File: config.mk
export PLATFORM = sky130hd
export DESIGN_NAME = regwin_bridge
export DESIGN_NICKNAME = d
export VERILOG_FILES = /design/src/rtl/regwin_pkg.sv /design/src/rtl/regwin_seq.sv /design/src/rtl/regwin_irq.sv /design/src/rtl/regwin_bridge.sv
export SDC_FILE = /design/constraint.sdc
export NUM_CORES = 1
export LEC_CHECK = 0
export BUFFER_PORTS_ARGS = -buffer_cell sky130_fd_sc_hd__buf_2
export CAP_MARGIN = 20
export CELL_PAD_IN_SITES_DETAIL_PLACEMENT = 0
export CELL_PAD_IN_SITES_GLOBAL_PLACEMENT = 2
export CORE_UTILIZATION = 30
export DETAILED_ROUTE_END_ITERATION = 16
export PLACE_DENSITY = 0.87
export SLEW_MARGIN = 40
export SYNTH_ARGS = -nofsm -noshare
export SYNTH_HDL_FRONTEND = slang
export SYNTH_HIERARCHICAL = 1
export SYNTH_SLANG_ARGS = --single-unit
export TNS_END_PERCENT = 1
File: constraint.sdc
create_clock -name clk -period 2.45 [get_ports clk]
set_clock_uncertainty 0.1 [all_clocks]
set_input_delay 0.245 -clock clk [delete_from_list [all_inputs] [get_ports clk]]
set_output_delay 0.245 -clock clk [all_outputs]
set_load 0.05 [all_outputs]
File: src/rtl/regwin_pkg.sv
package regwin_pkg;

    typedef enum logic [1:0] {
        ST_IDLE  = 2'd0,
        ST_ISSUE = 2'd1,
        ST_WAIT  = 2'd2
    } win_state_e;

    // host register selects
    localparam logic [1:0] SEL_WIN  = 2'd0;
    localparam logic [1:0] SEL_MASK = 2'd1;
    localparam logic [1:0] SEL_CLR  = 2'd2;
    localparam logic [1:0] SEL_STAT = 2'd3;

    // window word field positions
    localparam int WIN_ADDR_LSB = 0;
    localparam int WIN_WDAT_LSB = 8;
    localparam int WIN_DIR_BIT  = 16;
    localparam int WIN_BUSY_BIT = 23;
    localparam int WIN_RDAT_LSB = 24;

    // lowest interrupt bit in mask / clear / status
    localparam int IRQ_LSB = 1;

endpackage

File: src/rtl/regwin_seq.sv
module regwin_seq
    import regwin_pkg::*;
#(
    parameter int LATENCY = 3,
    parameter int AW      = 8,
    parameter int DW      = 8
) (
    input  logic          clk,
    input  logic          rst_n,
    input  logic          win_wr,
    input  logic [AW-1:0] win_addr,
    input  logic [DW-1:0] win_byte,
    input  logic          win_dir,
    output logic          busy,
    output logic [AW-1:0] addr_q,
    output logic [DW-1:0] wbyte_q,
    output logic          dir_q,
    output logic [DW-1:0] rbyte_q,
    output logic [AW-1:0] bank_addr,
    output logic [DW-1:0] bank_wdata,
    output logic          bank_we,
    output logic          bank_re,
    input  logic [DW-1:0] bank_rdata
);

    localparam int CW = (LATENCY > 2) ? $clog2(LATENCY) : 1;
    localparam logic [CW-1:0] WAIT_LAST = CW'(LATENCY - 2);

    win_state_e    state, state_nx;
    logic [CW-1:0] cnt;
    logic          accept;

    assign accept = win_wr && (state == ST_IDLE);

    // state register
    always_ff @(posedge clk or negedge rst_n) begin
        if (!rst_n) state <= ST_IDLE;
        else        state <= state_nx;
    end

    // next state
    always_comb begin
        state_nx = state;
        unique case (state)
            ST_IDLE:  if (win_wr) state_nx = ST_ISSUE;
            ST_ISSUE: state_nx = ST_WAIT;
            ST_WAIT:  if (cnt == WAIT_LAST) state_nx = ST_IDLE;
            default:  state_nx = ST_IDLE;
        endcase
    end

    // outputs
    always_comb begin
        busy    = 1'b0;
        bank_we = 1'b0;
        bank_re = 1'b0;
        unique case (state)
            ST_IDLE:  ;
            ST_ISSUE: begin
                busy    = 1'b1;
                bank_we = dir_q;
                bank_re = !dir_q;
            end
            ST_WAIT:  busy = 1'b1;
            default:  ;
        endcase
    end

    assign bank_addr  = addr_q;
    assign bank_wdata = wbyte_q;

    // wait counter
    always_ff @(posedge clk or negedge rst_n) begin
        if (!rst_n)                cnt <= '0;
        else if (state != ST_WAIT) cnt <= '0;
        else                       cnt <= cnt + 1'b1;
    end

    // captured command fields
    always_ff @(posedge clk or negedge rst_n) begin
        if (!rst_n) begin
            addr_q  <= '0;
            wbyte_q <= '0;
            dir_q   <= 1'b0;
        end else if (accept) begin
            addr_q  <= win_addr;
            wbyte_q <= win_byte;
            dir_q   <= win_dir;
        end
    end

    // read result captured on the first wait cycle of a read
    always_ff @(posedge clk or negedge rst_n) begin
        if (!rst_n)
            rbyte_q <= '0;
        else if (state == ST_WAIT && cnt == '0 && !dir_q)
            rbyte_q <= bank_rdata;
    end

    // checker state: consecutive busy cycles seen before this one
    logic [3:0] chk_run;
    always_ff @(posedge clk or negedge rst_n) begin
        if (!rst_n)    chk_run <= '0;
        else if (busy) chk_run <= chk_run + 1'b1;
        else           chk_run <= '0;
    end


    accept_busy_chk: assert property (@(posedge clk) disable iff (!rst_n)
        (win_wr && !busy) |=> busy);

    busy_len_chk: assert property (@(posedge clk) disable iff (!rst_n)
        busy |-> (chk_run < 4'(LATENCY)));

    busy_full_chk: assert property (@(posedge clk) disable iff (!rst_n)
        $fell(busy) |-> (chk_run == 4'(LATENCY)));

    ignore_busy_chk: assert property (@(posedge clk) disable iff (!rst_n)
        (win_wr && busy) |=> ($stable(addr_q) && $stable(wbyte_q) && $stable(dir_q)));

    strobe_onehot_chk: assert property (@(posedge clk) disable iff (!rst_n)
        $onehot0({bank_we, bank_re}));

    strobe_busy_chk: assert property (@(posedge clk) disable iff (!rst_n)
        (bank_we || bank_re) |-> (busy && !$past(busy)));

endmodule

File: src/rtl/regwin_irq.sv
module regwin_irq #(
    parameter int NSRC = 2
) (
    input  logic            clk,
    input  logic            rst_n,
    input  logic            mask_wr,
    input  logic            clr_wr,
    input  logic [NSRC-1:0] wbits,
    input  logic [NSRC-1:0] evt,
    output logic [NSRC-1:0] mask_q,
    output logic [NSRC-1:0] stat_q,
    output logic            irq
);

    always_ff @(posedge clk or negedge rst_n) begin
        if (!rst_n)       mask_q <= '0;
        else if (mask_wr) mask_q <= wbits;
    end

    for (genvar i = 0; i < NSRC; i++) begin : g_src
        logic clr_hit;
        assign clr_hit = clr_wr && wbits[i];

        always_ff @(posedge clk or negedge rst_n) begin
            if (!rst_n)       stat_q[i] <= 1'b0;
            else if (evt[i])  stat_q[i] <= 1'b1;
            else if (clr_hit) stat_q[i] <= 1'b0;
        end


        set_wins_chk: assert property (@(posedge clk) disable iff (!rst_n)
            evt[i] |=> stat_q[i]);

        clear_chk: assert property (@(posedge clk) disable iff (!rst_n)
            (clr_hit && !evt[i]) |=> !stat_q[i]);

        sticky_chk: assert property (@(posedge clk) disable iff (!rst_n)
            (stat_q[i] && !clr_hit) |=> stat_q[i]);
    end

    assign irq = |(stat_q & mask_q);

endmodule

File: src/rtl/regwin_bridge.sv
module regwin_bridge
    import regwin_pkg::*;
#(
    parameter int LATENCY = 3,
    parameter int AW      = 8,
    parameter int DW      = 8,
    parameter int HW      = 32
) (
    input  logic          clk,
    input  logic          rst_n,
    input  logic          host_wr,
    input  logic [1:0]    host_sel,
    input  logic [HW-1:0] host_wdata,
    output logic [HW-1:0] host_rdata,
    input  logic          tx_evt,
    input  logic          rx_evt,
    output logic          irq,
    output logic [AW-1:0] bank_addr,
    output logic [DW-1:0] bank_wdata,
    output logic          bank_we,
    output logic          bank_re,
    input  logic [DW-1:0] bank_rdata
);

    localparam int NSRC = 2;

    logic          win_wr, mask_wr, clr_wr;
    logic          busy, dir_q;
    logic [AW-1:0] addr_q;
    logic [DW-1:0] wbyte_q, rbyte_q;
    logic [NSRC-1:0] mask_q, stat_q;

    assign win_wr  = host_wr && (host_sel == SEL_WIN);
    assign mask_wr = host_wr && (host_sel == SEL_MASK);
    assign clr_wr  = host_wr && (host_sel == SEL_CLR);

    regwin_seq #(.LATENCY(LATENCY), .AW(AW), .DW(DW)) u_seq (
        .clk        (clk),
        .rst_n      (rst_n),
        .win_wr     (win_wr),
        .win_addr   (host_wdata[WIN_ADDR_LSB +: AW]),
        .win_byte   (host_wdata[WIN_WDAT_LSB +: DW]),
        .win_dir    (host_wdata[WIN_DIR_BIT]),
        .busy       (busy),
        .addr_q     (addr_q),
        .wbyte_q    (wbyte_q),
        .dir_q      (dir_q),
        .rbyte_q    (rbyte_q),
        .bank_addr  (bank_addr),
        .bank_wdata (bank_wdata),
        .bank_we    (bank_we),
        .bank_re    (bank_re),
        .bank_rdata (bank_rdata)
    );

    regwin_irq #(.NSRC(NSRC)) u_irq (
        .clk     (clk),
        .rst_n   (rst_n),
        .mask_wr (mask_wr),
        .clr_wr  (clr_wr),
        .wbits   (host_wdata[IRQ_LSB +: NSRC]),
        .evt     ({rx_evt, tx_evt}),
        .mask_q  (mask_q),
        .stat_q  (stat_q),
        .irq     (irq)
    );

    always_comb begin
        host_rdata = '0;
        unique case (host_sel)
            SEL_WIN: begin
                host_rdata[WIN_ADDR_LSB +: AW] = addr_q;
                host_rdata[WIN_WDAT_LSB +: DW] = wbyte_q;
                host_rdata[WIN_DIR_BIT]        = dir_q;
                host_rdata[WIN_BUSY_BIT]       = busy;
                host_rdata[WIN_RDAT_LSB +: DW] = rbyte_q;
            end
            SEL_MASK: host_rdata[IRQ_LSB +: NSRC] = mask_q;
            SEL_CLR:  ;
            SEL_STAT: host_rdata[IRQ_LSB +: NSRC] = stat_q;
            default:  ;
        endcase
    end


    irq_masked_chk: assert property (@(posedge clk) disable iff (!rst_n)
        (mask_q == '0) |-> !irq);

    stat_wr_chk: assert property (@(posedge clk) disable iff (!rst_n)
        (host_wr && host_sel == SEL_STAT && !tx_evt && !rx_evt) |=> $stable(stat_q));

endmodule

==> summary.txt, run 1 <==
Run status
  • Status: finished, final reports clean

Global route
  • GRT Resource Usage Total: 10.7%
  • Largest net degree at the start of global routing: 34
  • Initial antenna violation count: 0
  • Vias in the first global route: 1,115
  • Total global routing overflow: 0
  • First-pass GRT wire length: 5260 um

Timing
  • Minimum clock period: 1.78 ns
  • Final worst path period share: 72.6%
  • RSZ-0062 raised after global routing: no
  • Slew Viols, Final: 0
  • Final setup margin: 0.672 ns
  • Max frequency: 0.562 GHz
  • Final setup fails: 0
  • Final Hold Fails: 0
  • Setup TNS: 0 ns

Critical path
  • Worst path required time: 2.11 ns
  • Setup CP Type: flop to output pin
  • CP max FO: 4
  • Crit. End Element: output pin
  • Startpoint types: flop
  • Critical Path AT: 1.43 ns

Drt
  • Routed vias: 1,217
  • 1st-pass router iterations: 4
  • Drt wl/cell: 11.9 um
  • Residual DRC: 0
  • Routed Antenna Nets: 0
  • Total Wirelength: 3460 um
  • Avg Vias per Cell: 4.20
  • Initial DRC count: 12

Final layout
  • Register area: 826 sq um
  • Layout cells sized above 1: 66.0%
  • Most common cell after layout, fill and taps aside: buf_2
  • Final Net Count: 269
  • Design area: 2330 sq um
  • Area Growth Syn to Fin: 21.4%
  • Antenna Cells: 0
  • Fill count: 617
  • Most frequent cells in the layout: buf_2, dfrtp_1, and2_4
  • Area of the multi-input gates: 870 sq um
  • Fin cells: 290

Floorplan
  • Core area: 6060 sq um
  • I/O pin cnt: 98
  • Die extent in x: 82.0 um
  • Full die area: 6720 sq um
  • Initial Util: 31.6%
  • Number of cell rows: 28
  • Die Span Y: 82.0 um

Placed design
  • Post-place setup slack: 0.717 ns
  • Gp weighted congestion: 0.690
  • Placed Cells: 281
  • DP Area: 2200 sq um
  • HPWL Detailed: 2550 um
  • Port buffer count: 76

Job
  • Max-cap check violation count: 0

Synth
  • Synthesized area per cell: 12.8 sq um
  • Post-Syn Area: 1920 sq um
  • YS warnings: 6
  • Syn Inst Count: 150
  • Cell variety after synth: 25
  • Seq/Total Area, Yosys: 43.1%
  • #FFs+latches synth: 33

CTS
  • Root Driver: clkbuf_8
  • Hold_buf cts: 1
  • Worst-path clk slew: 0.07 ns
  • Worst-Skew Late Latency: 0.27 ns
  • Post-CTS setup buffer count: 0
  • CTS Buffer Depth: 2
  • CTS H-tree depth: 2
  • Clock tree sinks: 33
  • TritonCTS clock tree: done
  • Post-CTS sizing: 0
  • CTS Buf Count: 5

Pwr
  • Static Leak: 1.26 nW
  • Maximum vdd ir drop: 0.000481 V
  • Total power divided by cell area: 1350 nW/um^2

Worst hold path
  • HP Class: input port to flop
-- power breakdown --
group	internal [mW]	switching (mW)
Clock	0.332	0.194
Sequential	0.789	0.157
Combinational	0.580	1.10
Total	1.70	1.45
-- Yosys cell counts (all sizes together) --
master | number | area [sq um]
a21o | 2 | 15.0
a22o | 1 | 8.76
and2 | 27 | 225
and3b | 1 | 10.0
buf | 26 | 219
conb | 1 | 3.75
dfrtp | 33 | 826
ha | 8 | 100
inv | 6 | 22.5
mux2 | 29 | 372
mux2i | 2 | 20.0
nand2 | 4 | 22.5
nand3 | 2 | 10.0
nand3b | 1 | 20.0
nor2 | 2 | 15.0
nor2b | 2 | 12.5
o21ai | 2 | 10.0
o22ai | 1 | 6.26
-- worst max-delay path, cell delays in order, from the launching register on --
cell	delay (ns)
dfrtp_1	0.39
inv_1	0.11
ha_1	0.29
and2_4	0.12
buf_2	0.25
-- sequential cells by signal (all words and copies together), names as in the netlist --
signal and count:
u_seq/state 2, u_seq/cnt 2, u_seq/dir_q 1, u_seq/bank_wdata 8
u_seq/rbyte_q 8, u_irq/mask_q 2, u_seq/addr_q 8, u_irq/stat_q 2
-- stage by stage --
stage	util [%]	total power [mW]	hold WS, ns
floorplan	-	2.51	-0.151
global placement	36.3	2.63	0.274
detailed placement	36.3	2.65	0.279
CTS	38.4	3.20	0.0248
global route	38.4	3.35	0.0461
finish	38.4	3.15	0.0380
-- cell type report --
type / count / area share (%)
multi-input cells: 90 / 37.3
flip-flops and latches: 33 / 35.5
repair buffers: 78 / 17.2
clock buffers: 7 / 3.71
clock inverters: 1 / 1.29
well taps: 75 / 4.03
inverters: 6 / 0.967
-- logic make-up after synthesis --
group                    count (synthesis)  synth area share [%]
AO/OA/AOI/OAI                            6                  2.09
adder cells (fa/ha/maj)                  8                  5.22
buffers and inverters                   32                  12.6
flip-flops                              33                  43.1
multiplexers                            31                  20.4
other                                    1                 0.196
AND/OR/NAND/NOR                         39                  16.4
-- layer usage --
layer  vias to the layer above  global-route usage (%)  part of all wire [%]
li1                        591                       -                     -
met1                       569                    13.2                    46
met2                        55                    17.1                    46
met3                         2                    3.67                   7.5
met4                         0                    4.21                  0.43
met5                         -                       0                     0
-- path summary, 6_finish.rpt --
kind / from / end / slack [ns] / cells past startpoint
max: u_seq/state[0]$_DFFE_PN0P_ / host_rdata[23] / 0.67 / 4
min: tx_evt / u_irq/stat_q[0]$_DFFE_PN0P_ / 0.04 / 2
min reg2reg: u_seq/cnt[0]$_DFF_PN0_ / u_seq/cnt[0]$_DFF_PN0_ / 0.36 / 1
min in group asynchronous: rst_n / u_seq/bank_wdata[1]$_DFFE_PN0P_ / 0.35 / 2
max in group asynchronous: rst_n / u_seq/cnt[1]$_DFF_PN0_ / 1.59 / 2
max reg2reg: u_seq/state[0]$_DFFE_PN0P_ / u_seq/state[0]$_DFFE_PN0P_ / 0.80 / 5
(Power assumes the default switching activity.)
==> run 2: changes to the inputs <==
--- a/config.mk
+++ b/config.mk
@@ -9,9 +9,9 @@
 export CAP_MARGIN = 20
 export CELL_PAD_IN_SITES_DETAIL_PLACEMENT = 0
 export CELL_PAD_IN_SITES_GLOBAL_PLACEMENT = 2
-export CORE_UTILIZATION = 30
+export CORE_UTILIZATION = 27
 export DETAILED_ROUTE_END_ITERATION = 16
-export PLACE_DENSITY = 0.87
+export PLACE_DENSITY = 0.8
 export SLEW_MARGIN = 40
 export SYNTH_ARGS = -nofsm -noshare
 export SYNTH_HDL_FRONTEND = slang
==> constraint.sdc (replaced) <==
create_clock -name clk -period 1.8 [get_ports clk]
set_clock_uncertainty 0.1 [all_clocks]
set_input_delay 0.18 -clock clk [delete_from_list [all_inputs] [get_ports clk]]
set_output_delay 0.18 -clock clk [all_outputs]
set_load 0.05 [all_outputs]
==> run 2 against run 1 <==
Clock-buffer cell count increased by 1. First-iteration DRC count rose to 3.3 times the previous value. Final area rose by 0.75%. Sequential power is 37% higher. Setup slack lost 0.58 ns. Combinational power up 37%. Sequential cell count is the same. Critical endpoint is now u_seq/state[1]$_DFFE_PN0P_. Sequential share of layout area down 0.26 points. Routed wire length up 4.0%. Critical path depth is 1 higher. Register-to-register slack got worse by 0.71 ns. Power is 31% higher.
==> summary.txt, run 2 (synthesis results as in run 1) <==
Final layout
  • Fill count: 739
  • Most frequent cells in the layout: buf_2, dfrtp_1, and2_4
  • Area Growth Syn to Fin: 22.3%
  • Area of the multi-input gates: 870 sq um
  • Design area: 2350 sq um
  • Fin cells: 314
  • Register area: 826 sq um
  • Layout cells sized above 1: 64.7%
  • Final Net Count: 272
  • Most common cell after layout, fill and taps aside: buf_2
  • Finished Core Util: 34.3%
  • Antenna Cells: 0

Job
  • Max-cap check violation count: 0

Placed design
  • Placed Cells: 303
  • DP Area: 2230 sq um
  • HPWL Detailed: 2590 um
  • Port buffer count: 76
  • Post-place setup slack: 0.0998 ns
  • Gp weighted congestion: 0.702

CTS
  • Root Driver: clkbuf_8
  • Worst-path clk slew: 0.07 ns
  • Post-CTS setup buffer count: 0
  • CTS Buffer Depth: 2
  • CTS H-tree depth: 2
  • Clock tree sinks: 33
  • CTS Buf Count: 5
  • TritonCTS clock tree: done
  • Worst-Skew Late Latency: 0.28 ns

Drt
  • 1st-pass router iterations: 4
  • Drt wl/cell: 11.4 um
  • M1 WL: 1510 um
  • WL met2: 1800 um
  • Routed Antenna Nets: 0
  • Routed vias: 1,226
  • Avg Vias per Cell: 3.90
  • Initial DRC count: 39
  • Met3 WL: 231 um
  • Top sig layer: met4
  • Residual DRC: 0
  • Total Wirelength: 3590 um

Timing
  • Minimum clock period: 1.71 ns
  • Final worst path period share: 94.9%
  • Setup TNS: 0 ns
  • Final setup fails: 0
  • RSZ-0062 raised after global routing: no
  • Final setup margin: 0.0924 ns
  • Final Hold Fails: 0
  • Min Hold Slack: 0.0267 ns
  • Slew Viols, Final: 0
  • Max frequency: 0.586 GHz

Global route
  • Largest net degree at the start of global routing: 34
  • First-pass GRT wire length: 5500 um
  • Total global routing overflow: 0
  • Vias in the first global route: 1,129
  • GRT Resource Usage Total: 9.87%
  • Initial antenna violation count: 0

Floorplan
  • Core area: 6830 sq um
  • Number of cell rows: 30
  • Die extent in x: 86.3 um
  • Initial Util: 28.1%
  • I/O pin cnt: 98
  • Full die area: 7450 sq um
  • Die Span Y: 86.3 um

Run status
  • Status: finished, final reports clean

Critical path
  • Crit path cell chain: inv_1 -> ha_1 -> inv_1 -> o22ai_1 -> mux2_2
  • Worst path required time: 1.87 ns
  • Critical Path AT: 1.78 ns
  • Crit. End Element: flop
  • Setup CP Type: flop to flop
  • Most used cell, CP: inv_1
  • CP peak stage delay: 0.41 ns
  • Crit path max-delay cell type: dfrtp_1
  • CP max FO: 4
  • Startpoint types: flop

Pwr
  • Total power divided by cell area: 1760 nW/um^2
  • Design Power: 4.13 mW
  • Maximum vdd ir drop: 0.000677 V
  • Static Leak: 1.25 nW

Worst hold path
  • HP Class: input port to flop
run 2: where the power goes:
group	switching (mW)	leakage (nW)	total [mW]	internal (mW)
registers	0.221	0.392	1.30	1.07
logic	1.50	0.820	2.30	0.795
clock network	0.263	0.0395	0.537	0.275
total	1.98	1.25	4.13	2.14
run 2: cell type report:
type | count | area share (%)
inverter | 6 | 0.960
timing repair buffer | 81 | 18.2
multi-input combinational | 90 | 37.1
tap | 96 | 5.12
clock buffer | 8 | 3.41
sequential | 33 | 35.2
run 2: routing by layer:
layer,vias up,GRT usage [%]
met5,-,0
met4,0,4.09
met3,6,3.62
met2,45,17.1
met1,579,10.9
li1,596,-
run 2: path summary, 6_finish.rpt:
check / startpoint / end / slack (ns) / cells past startpoint
max reg2reg: u_seq/state[0]$_DFFE_PN0P_ / u_seq/state[1]$_DFFE_PN0P_ / 0.09 / 5
min: host_wdata[13] / u_seq/bank_wdata[5]$_DFFE_PN0P_ / 0.03 / 2
max: u_seq/state[0]$_DFFE_PN0P_ / u_seq/state[1]$_DFFE_PN0P_ / 0.09 / 5
min in group asynchronous: rst_n / u_irq/stat_q[1]$_DFFE_PN0P_ / 0.36 / 3
min reg2reg: u_seq/cnt[0]$_DFF_PN0_ / u_seq/cnt[0]$_DFF_PN0_ / 0.36 / 1
max in group asynchronous: rst_n / u_seq/rbyte_q[1]$_DFFE_PN0P_ / 0.93 / 3
run 2: timing repair:
item / 4_1_cts / 5_1_grt
endpoints found under the hold margin: 35 / 0
resized for setup: 0 / 1
hold buffers: 3 / 0
endpoints found under the setup margin: 0 / 1
run 2: critical path: cells and delay by family, from the launching register on:
kind / cells / cell delay [ns]
flip-flops: 1 / 0.41
multiplexers: 1 / 0.37
AO/OA/AOI/OAI: 1 / 0.28
adder cells (fa/ha/maj): 1 / 0.23
buffers and inverters: 2 / 0.20
